===== src/rtl/bpe_pkg.sv =====
package bpe_pkg;
    typedef enum logic [2:0] {
        ST_IDLE,
        ST_COUNT,
        ST_DECIDE,
        ST_WRITE,
        ST_DONE
    } bpe_state_e;
endpackage


===== src/rtl/bpe_addr_seq.sv =====
module bpe_addr_seq #(
    parameter int N = 1024
) (
    input  logic                 clk,
    input  logic                 rst_n,
    input  logic                 launch,
    output logic                 rd_en,
    output logic [$clog2(N)-1:0] rd_addr,
    output logic                 beat_vld,
    output logic [$clog2(N)-1:0] beat_addr,
    output logic                 beat_last
);
    localparam int AW = $clog2(N);
    localparam logic [AW-1:0] LAST = AW'(N - 1);

    typedef struct packed {
        logic          issue;
        logic [AW-1:0] addr;
        logic          pend;
        logic [AW-1:0] paddr;
    } seq_t;

    seq_t s_d, s_q;

    always_comb begin
        s_d       = s_q;
        s_d.pend  = s_q.issue;
        s_d.paddr = s_q.addr;
        if (launch) begin
            s_d.issue = 1'b1;
            s_d.addr  = '0;
        end else if (s_q.issue) begin
            if (s_q.addr == LAST) s_d.issue = 1'b0;
            else                  s_d.addr  = s_q.addr + AW'(1);
        end
    end

    always_ff @(posedge clk or negedge rst_n) begin
        if (!rst_n) s_q <= '0;
        else        s_q <= s_d;
    end

    assign rd_en     = s_q.issue;
    assign rd_addr   = s_q.addr;
    assign beat_vld  = s_q.pend;
    assign beat_addr = s_q.paddr;
    assign beat_last = s_q.pend && (s_q.paddr == LAST);

    // data is consumed only one cycle after a matching request
    assert_beat_after_req_R10: assert property (@(posedge clk) disable iff (!rst_n)
        beat_vld |-> ($past(rd_en) && beat_addr == $past(rd_addr)));

    // a new pass is never launched while reads are still in flight
    assert_launch_quiet_R10: assert property (@(posedge clk) disable iff (!rst_n)
        launch |-> (!rd_en && !beat_vld));
endmodule


===== src/rtl/bpe_pop_ctr.sv =====
module bpe_pop_ctr #(
    parameter int CNT_W = 9
) (
    input  logic             clk,
    input  logic             rst_n,
    input  logic             clr,
    input  logic             inc,
    input  logic [CNT_W-1:0] thr,
    output logic [CNT_W-1:0] cnt,
    output logic             below
);
    localparam logic [CNT_W-1:0] CMAX = '1;

    logic [CNT_W-1:0] cnt_d, cnt_q;

    always_comb begin
        cnt_d = cnt_q;
        if (clr)                        cnt_d = '0;
        else if (inc && cnt_q != CMAX)  cnt_d = cnt_q + CNT_W'(1);
    end

    always_ff @(posedge clk or negedge rst_n) begin
        if (!rst_n) cnt_q <= '0;
        else        cnt_q <= cnt_d;
    end

    assign cnt   = cnt_q;
    assign below = cnt_q < thr;

    // once saturated the count stays at its ceiling until cleared
    assert_sat_hold_R5: assert property (@(posedge clk) disable iff (!rst_n)
        (cnt_q == CMAX && !clr) |=> (cnt_q == CMAX));

    // without a clear the count never wraps downward
    assert_no_wrap_R5: assert property (@(posedge clk) disable iff (!rst_n)
        !clr |=> (cnt_q >= $past(cnt_q)));
endmodule


===== src/rtl/bit_plane_eraser.sv =====
module bit_plane_eraser #(
    parameter int ROWS  = 32,
    parameter int COLS  = 32,
    parameter int DW    = 16,
    parameter int CNT_W = 9
) (
    input  logic                         clk,
    input  logic                         rst_n,
    input  logic                         start,
    input  logic [CNT_W-1:0]             thresh,
    output logic                         buf_rd_en,
    output logic [$clog2(ROWS*COLS)-1:0] buf_rd_addr,
    input  logic [DW-1:0]                buf_rd_data,
    output logic                         buf_wr_en,
    output logic [$clog2(ROWS*COLS)-1:0] buf_wr_addr,
    output logic [DW-1:0]                buf_wr_data,
    output logic                         done,
    output logic [DW-1:0]                zero_planes
);
    import bpe_pkg::*;

    localparam int N  = ROWS * COLS;
    localparam int AW = $clog2(N);
    localparam int PW = $clog2(DW);
    localparam logic [PW-1:0] TOP_PLANE = PW'(DW - 1);

    typedef struct packed {
        bpe_state_e       state;
        logic [PW-1:0]    plane;
        logic [CNT_W-1:0] thr;
        logic [DW-1:0]    mask;
    } ctl_t;

    ctl_t c_d, c_q;

    logic          launch, clr, inc;
    logic          beat_vld, beat_last;
    logic [AW-1:0] beat_addr;
    logic [CNT_W-1:0] cnt;
    logic          below;

    bpe_addr_seq #(.N(N)) u_seq (
        .clk       (clk),
        .rst_n     (rst_n),
        .launch    (launch),
        .rd_en     (buf_rd_en),
        .rd_addr   (buf_rd_addr),
        .beat_vld  (beat_vld),
        .beat_addr (beat_addr),
        .beat_last (beat_last)
    );

    bpe_pop_ctr #(.CNT_W(CNT_W)) u_cnt (
        .clk   (clk),
        .rst_n (rst_n),
        .clr   (clr),
        .inc   (inc),
        .thr   (c_q.thr),
        .cnt   (cnt),
        .below (below)
    );

    always_comb begin
        c_d    = c_q;
        launch = 1'b0;
        clr    = 1'b0;
        inc    = 1'b0;
        unique case (c_q.state)
            ST_IDLE: begin
                if (start) begin
                    c_d.state = ST_COUNT;
                    c_d.thr   = thresh;
                    c_d.mask  = '0;
                    c_d.plane = TOP_PLANE;
                    launch    = 1'b1;
                    clr       = 1'b1;
                end
            end
            ST_COUNT: begin
                inc = beat_vld && buf_rd_data[c_q.plane];
                if (beat_last) c_d.state = ST_DECIDE;
            end
            ST_DECIDE: begin
                if (below) begin
                    c_d.mask[c_q.plane] = 1'b1;
                    launch = 1'b1;
                    if (c_q.plane == '0) begin
                        c_d.state = ST_WRITE;
                    end else begin
                        c_d.plane = c_q.plane - PW'(1);
                        c_d.state = ST_COUNT;
                        clr       = 1'b1;
                    end
                end else if (c_q.mask == '0) begin
                    c_d.state = ST_DONE;
                end else begin
                    c_d.state = ST_WRITE;
                    launch    = 1'b1;
                end
            end
            ST_WRITE: begin
                if (beat_last) c_d.state = ST_DONE;
            end
            ST_DONE: c_d.state = ST_IDLE;
            default: c_d.state = ST_IDLE;
        endcase
    end

    always_ff @(posedge clk or negedge rst_n) begin
        if (!rst_n) begin
            c_q.state <= ST_IDLE;
            c_q.plane <= '0;
            c_q.thr   <= '0;
            c_q.mask  <= '0;
        end else begin
            c_q <= c_d;
        end
    end

    assign buf_wr_en   = (c_q.state == ST_WRITE) && beat_vld;
    assign buf_wr_addr = beat_addr;
    assign buf_wr_data = buf_rd_data & ~c_q.mask;
    assign done        = (c_q.state == ST_DONE);
    assign zero_planes = c_q.mask;

    // end-of-run strobe lasts a single cycle
    assert_done_pulse_R8: assert property (@(posedge clk) disable iff (!rst_n)
        done |=> !done);

    // no write is issued in the cycle of the end strobe
    assert_no_write_at_done_R8: assert property (@(posedge clk) disable iff (!rst_n)
        done |-> !buf_wr_en);

    // erased planes form one contiguous run starting at the MSB
    assert_mask_contig_R4: assert property (@(posedge clk) disable iff (!rst_n)
        done |-> (((~zero_planes) & ((~zero_planes) + DW'(1))) == '0));

    // during a run the mask only gains planes
    assert_mask_grows_R4: assert property (@(posedge clk) disable iff (!rst_n)
        (c_q.state != ST_IDLE) |=> ((zero_planes & $past(zero_planes)) == $past(zero_planes)));

    // with no accepted start the reported mask holds
    assert_mask_hold_R6: assert property (@(posedge clk) disable iff (!rst_n)
        (c_q.state == ST_IDLE && !start) |=> $stable(zero_planes));

    // the latched threshold cannot move while a run is active
    assert_thr_hold_R2: assert property (@(posedge clk) disable iff (!rst_n)
        (c_q.state != ST_IDLE) |=> $stable(c_q.thr));
endmodule


===== config.mk =====
export PLATFORM = sky130hd
export DESIGN_NAME = bit_plane_eraser
export DESIGN_NICKNAME = d
export VERILOG_FILES = /design/src/rtl/bpe_pkg.sv /design/src/rtl/bpe_addr_seq.sv /design/src/rtl/bpe_pop_ctr.sv /design/src/rtl/bit_plane_eraser.sv
export SDC_FILE = /design/constraint.sdc
export NUM_CORES = 1
export LEC_CHECK = 0
export BUFFER_PORTS_ARGS = -buffer_cell sky130_fd_sc_hd__buf_2
export CORE_MARGIN = 3
export CORE_UTILIZATION = 50
export DETAILED_ROUTE_END_ITERATION = 10
export PLACE_DENSITY = 0.75
export SETUP_SLACK_MARGIN = 0.3
export SYNTH_ARGS = -nofsm -noshare
export SYNTH_HDL_FRONTEND = slang
export SYNTH_SLANG_ARGS = --single-unit

===== constraint.sdc =====
create_clock -name clk -period 2.9 [get_ports clk]
set_clock_uncertainty 0.2 [all_clocks]
set_input_delay 0.145 -clock clk [delete_from_list [all_inputs] [get_ports clk]]
set_output_delay 0.145 -clock clk [all_outputs]
set_load 0.005 [all_outputs]

==> impl_results.md <==
- Sequential share of the synthesized area: 47.5%
- Gpl congestion: 0.911
- Yosys warning count: 0
- DR iter-0 viols: 198
- Yosys cell types: 42
- FMAX: 411 MHz
- Top_reg_cell synth: dfrtp_1
- RSZ-0062 raised after global routing: no
- CTS tree: built
- Horiz. Die Dim: 87.5 um
- P&R area growth vs syn: 17.3%
- Syn nets: 349
- Min Clock Period, post-route: 2.43 ns
- Nets: 422
- Die Span Y: 87.5 um
- Mapped Area: 3320 um2
- Num rows: 29
- Mapped Avg Cell Area: 10.8 um2
- Synth async-reset ratio: 100%
- Part of the cycle the worst path needs: 83.9%
- Root Buffer: clkbuf_8
- Min-delay worst type: in -> async
- Relative slew slack: 67.1%
- Setup bufs post-CTS: 0
- CP endpoint kind: register
- Yosys top cell area share: 47.5%
- Status: completed
- GR Overflow Total: 0
- Post-synth top area cell: dfrtp_1
- DRC violations left: 0
- Kind of start point of the critical path: register
- Cell Pwr Density: 486 nW/um2
- DP Wirelength: 5500 um
- Ports: 83
- # diodes: 0
- Peak VDD IR: 0.286 mV
- Tot Pwr: 1890 uW
- Pin count of the biggest net entering global routing: 32
- Routed len/inst: 16.3 um
- Total negative slack: 0 ns
- Critical Path AT: 2.47 ns
- Endpoints failing hold: 0
- Core Region: 6390 um2
- Worst-Skew Late Latency: 0.34 ns
- Number of max-cap violations: 0
- Drt pass-1 iters: 4
- CP Class: reg -> reg
- Total wire length: 7470 um
- Max clock buf depth: 2
- Fin. max-slew vios: 0
- Die ar.: 7650 um2
- WP data required: 2.93 ns
- Gr usage total: 20.9%
- Vias in the first global route: 2500
- Synth area leaders: dfrtp_1 (47%), buf_4 (6.3%), ha_1 (5.7%), nor2b_1 (3.6%), mux4_2 (3.4%)
- Share of cells above drive strength 1: 28.8%
- EDFF count, synth: 0
- Vias per cell: 5.63
- Initial antenna violation count: 0
- First-pass GRT wire length: 12100 um
- Cells after Synth: 306
- Yosys reg bits: 63
- Least-Margin Pin Slew: 0.491 ns
- Clock transition at the registers of the reported paths: 0.07 ns
- Crit path max fanout: 9
- H-tree level count: 3
- Initial core utilization: 52.0%
- Port bufs: 82
- Fillcell total: 530
- CTS Buf Count: 9
- CTS Sinks: 63
- Vias: 2582
- LEAKAGE: 0.00193 uW
- Remaining antenna violation count: 0
- Final setup fails: 0
[report_power, final]
part,internal (uW),switching (uW),leakage [uW]
combinational,140,150,0.00106
clock,298,311,0.0000761
sequential,931,63.8,0.000798
[per-stage QoR]
| step | instance area [um2] | hold slack [ns] | cells | util (%) | setup WS, ns |
|---|---|---|---|---|---|
| 6_report | 3890 | 0.0712 | 459 | 61.0 | 0.466 |
| 4_1_cts | 3880 | 0.0794 | 459 | 60.8 | 0.397 |
| 5_1_grt | 3890 | 0.100 | 459 | 61.0 | 0.335 |
| 3_3_place_gp | 3620 | -0.109 | 434 | 56.8 | 0.386 |
| 2_1_floorplan | 3320 | -0.351 | 306 | - | 0.521 |
| 3_5_place_dp | 3620 | -0.109 | 434 | 56.8 | 0.312 |
[Yosys cell counts (all sizes together), types with 3 or more instances]
cell type  number
dfrtp          63
and3            4
mux2            9
nor3            7
and4            3
o21ai           8
mux2i           3
a22o            7
buf            29
nand3           8
inv            11
clkbuf          8
nand2          17
xnor2           7
nor2           25
nor2b          19
mux4            5
nor4            5
a32o            9
a21oi           7
nand4           8
xor2            9
nand2b          4
ha             15
[critical path, cell delays in order, from the launching register on]
cell and delay [ns]:
dfrtp_2 0.47, mux4_2 0.53, mux4_2 0.49, and4b_2 0.32
nand4_2 0.13, xor2_1 0.14, nor2_1 0.05
[state kept, by name (all words and copies together) (netlist names)]
name	count
c_q	16
u_seq.rd_en	1
u_cnt.cnt	9
u_seq.beat_addr	10
u_seq.rd_addr	10
u_seq.beat_vld	1
zero_planes	16
[worst paths after layout]
| path | start | to | slack [ns] | depth (start not counted) |
|---|---|---|---|---|
| worst max-delay path | c_q[26] | u_cnt.cnt[5] | 0.47 | 6 |
| worst min-delay path | rst_n | u_seq.beat_addr[1] | 0.07 | 2 |
| worst max register to register | c_q[26] | u_cnt.cnt[5] | 0.47 | 6 |
| worst min register to register | u_seq.rd_addr[8] | u_seq.beat_addr[8] | 0.26 | 0 |
| max in group asynchronous | rst_n | zero_planes[5] | 1.70 | 3 |
| min in group clk | u_seq.rd_addr[8] | u_seq.beat_addr[8] | 0.26 | 0 |
[layout by cell type (no fill, tap or decap), drive strengths merged, types with 8 or more instances in the layout]
cell	instances
xor2	9
dlygate4sd3	11
nor2	25
o21ai	8
nand4	8
nor2b	19
buf	88
mux2	9
nand2	17
dfrtp	63
ha	15
clkbuf	12
a32o	9
inv	11
nand3	8
[kinds of logic (layout without fill, tap and decap cells)]
logic type,Yosys count,after routing,synth area share (%)
AO/OA/AOI/OAI,39,39,8.93
flip-flops,63,63,47.5
adder cells (fa/ha/maj),15,15,5.65
multiplexers,17,17,7.35
XOR/XNOR,16,16,4.22
AND/OR/NAND/NOR,108,108,17.7
buffers and inverters,48,124,8.67
[final cells by class]
type | count | area, um2 | area share [%]
clock buffer | 12 | 135 | 3.47
clock inverter | 2 | 10.0 | 0.257
inverter | 11 | 41.3 | 1.06
multi-input combinational | 195 | 1470 | 37.7
sequential | 63 | 1580 | 40.5
tap | 77 | 96.3 | 2.47
timing repair buffer | 99 | 566 | 14.5
[metal layers]
metal	part of all wire, %	wire length [um]	global-route usage, %
met1	43	3180	26.9
met3	7.2	541	4.73
met5	0	0	0
met4	1.6	123	9.90
met2	48	3620	33.5
[timing repair]
item                                   in CTS  in global routing
endpoints found under the hold margin      47                  0
hold buffers                               11                  0
gates resized for setup                     1                  2
setup endpoints to repair                   1                 10
(Power assumes the default switching activity.)
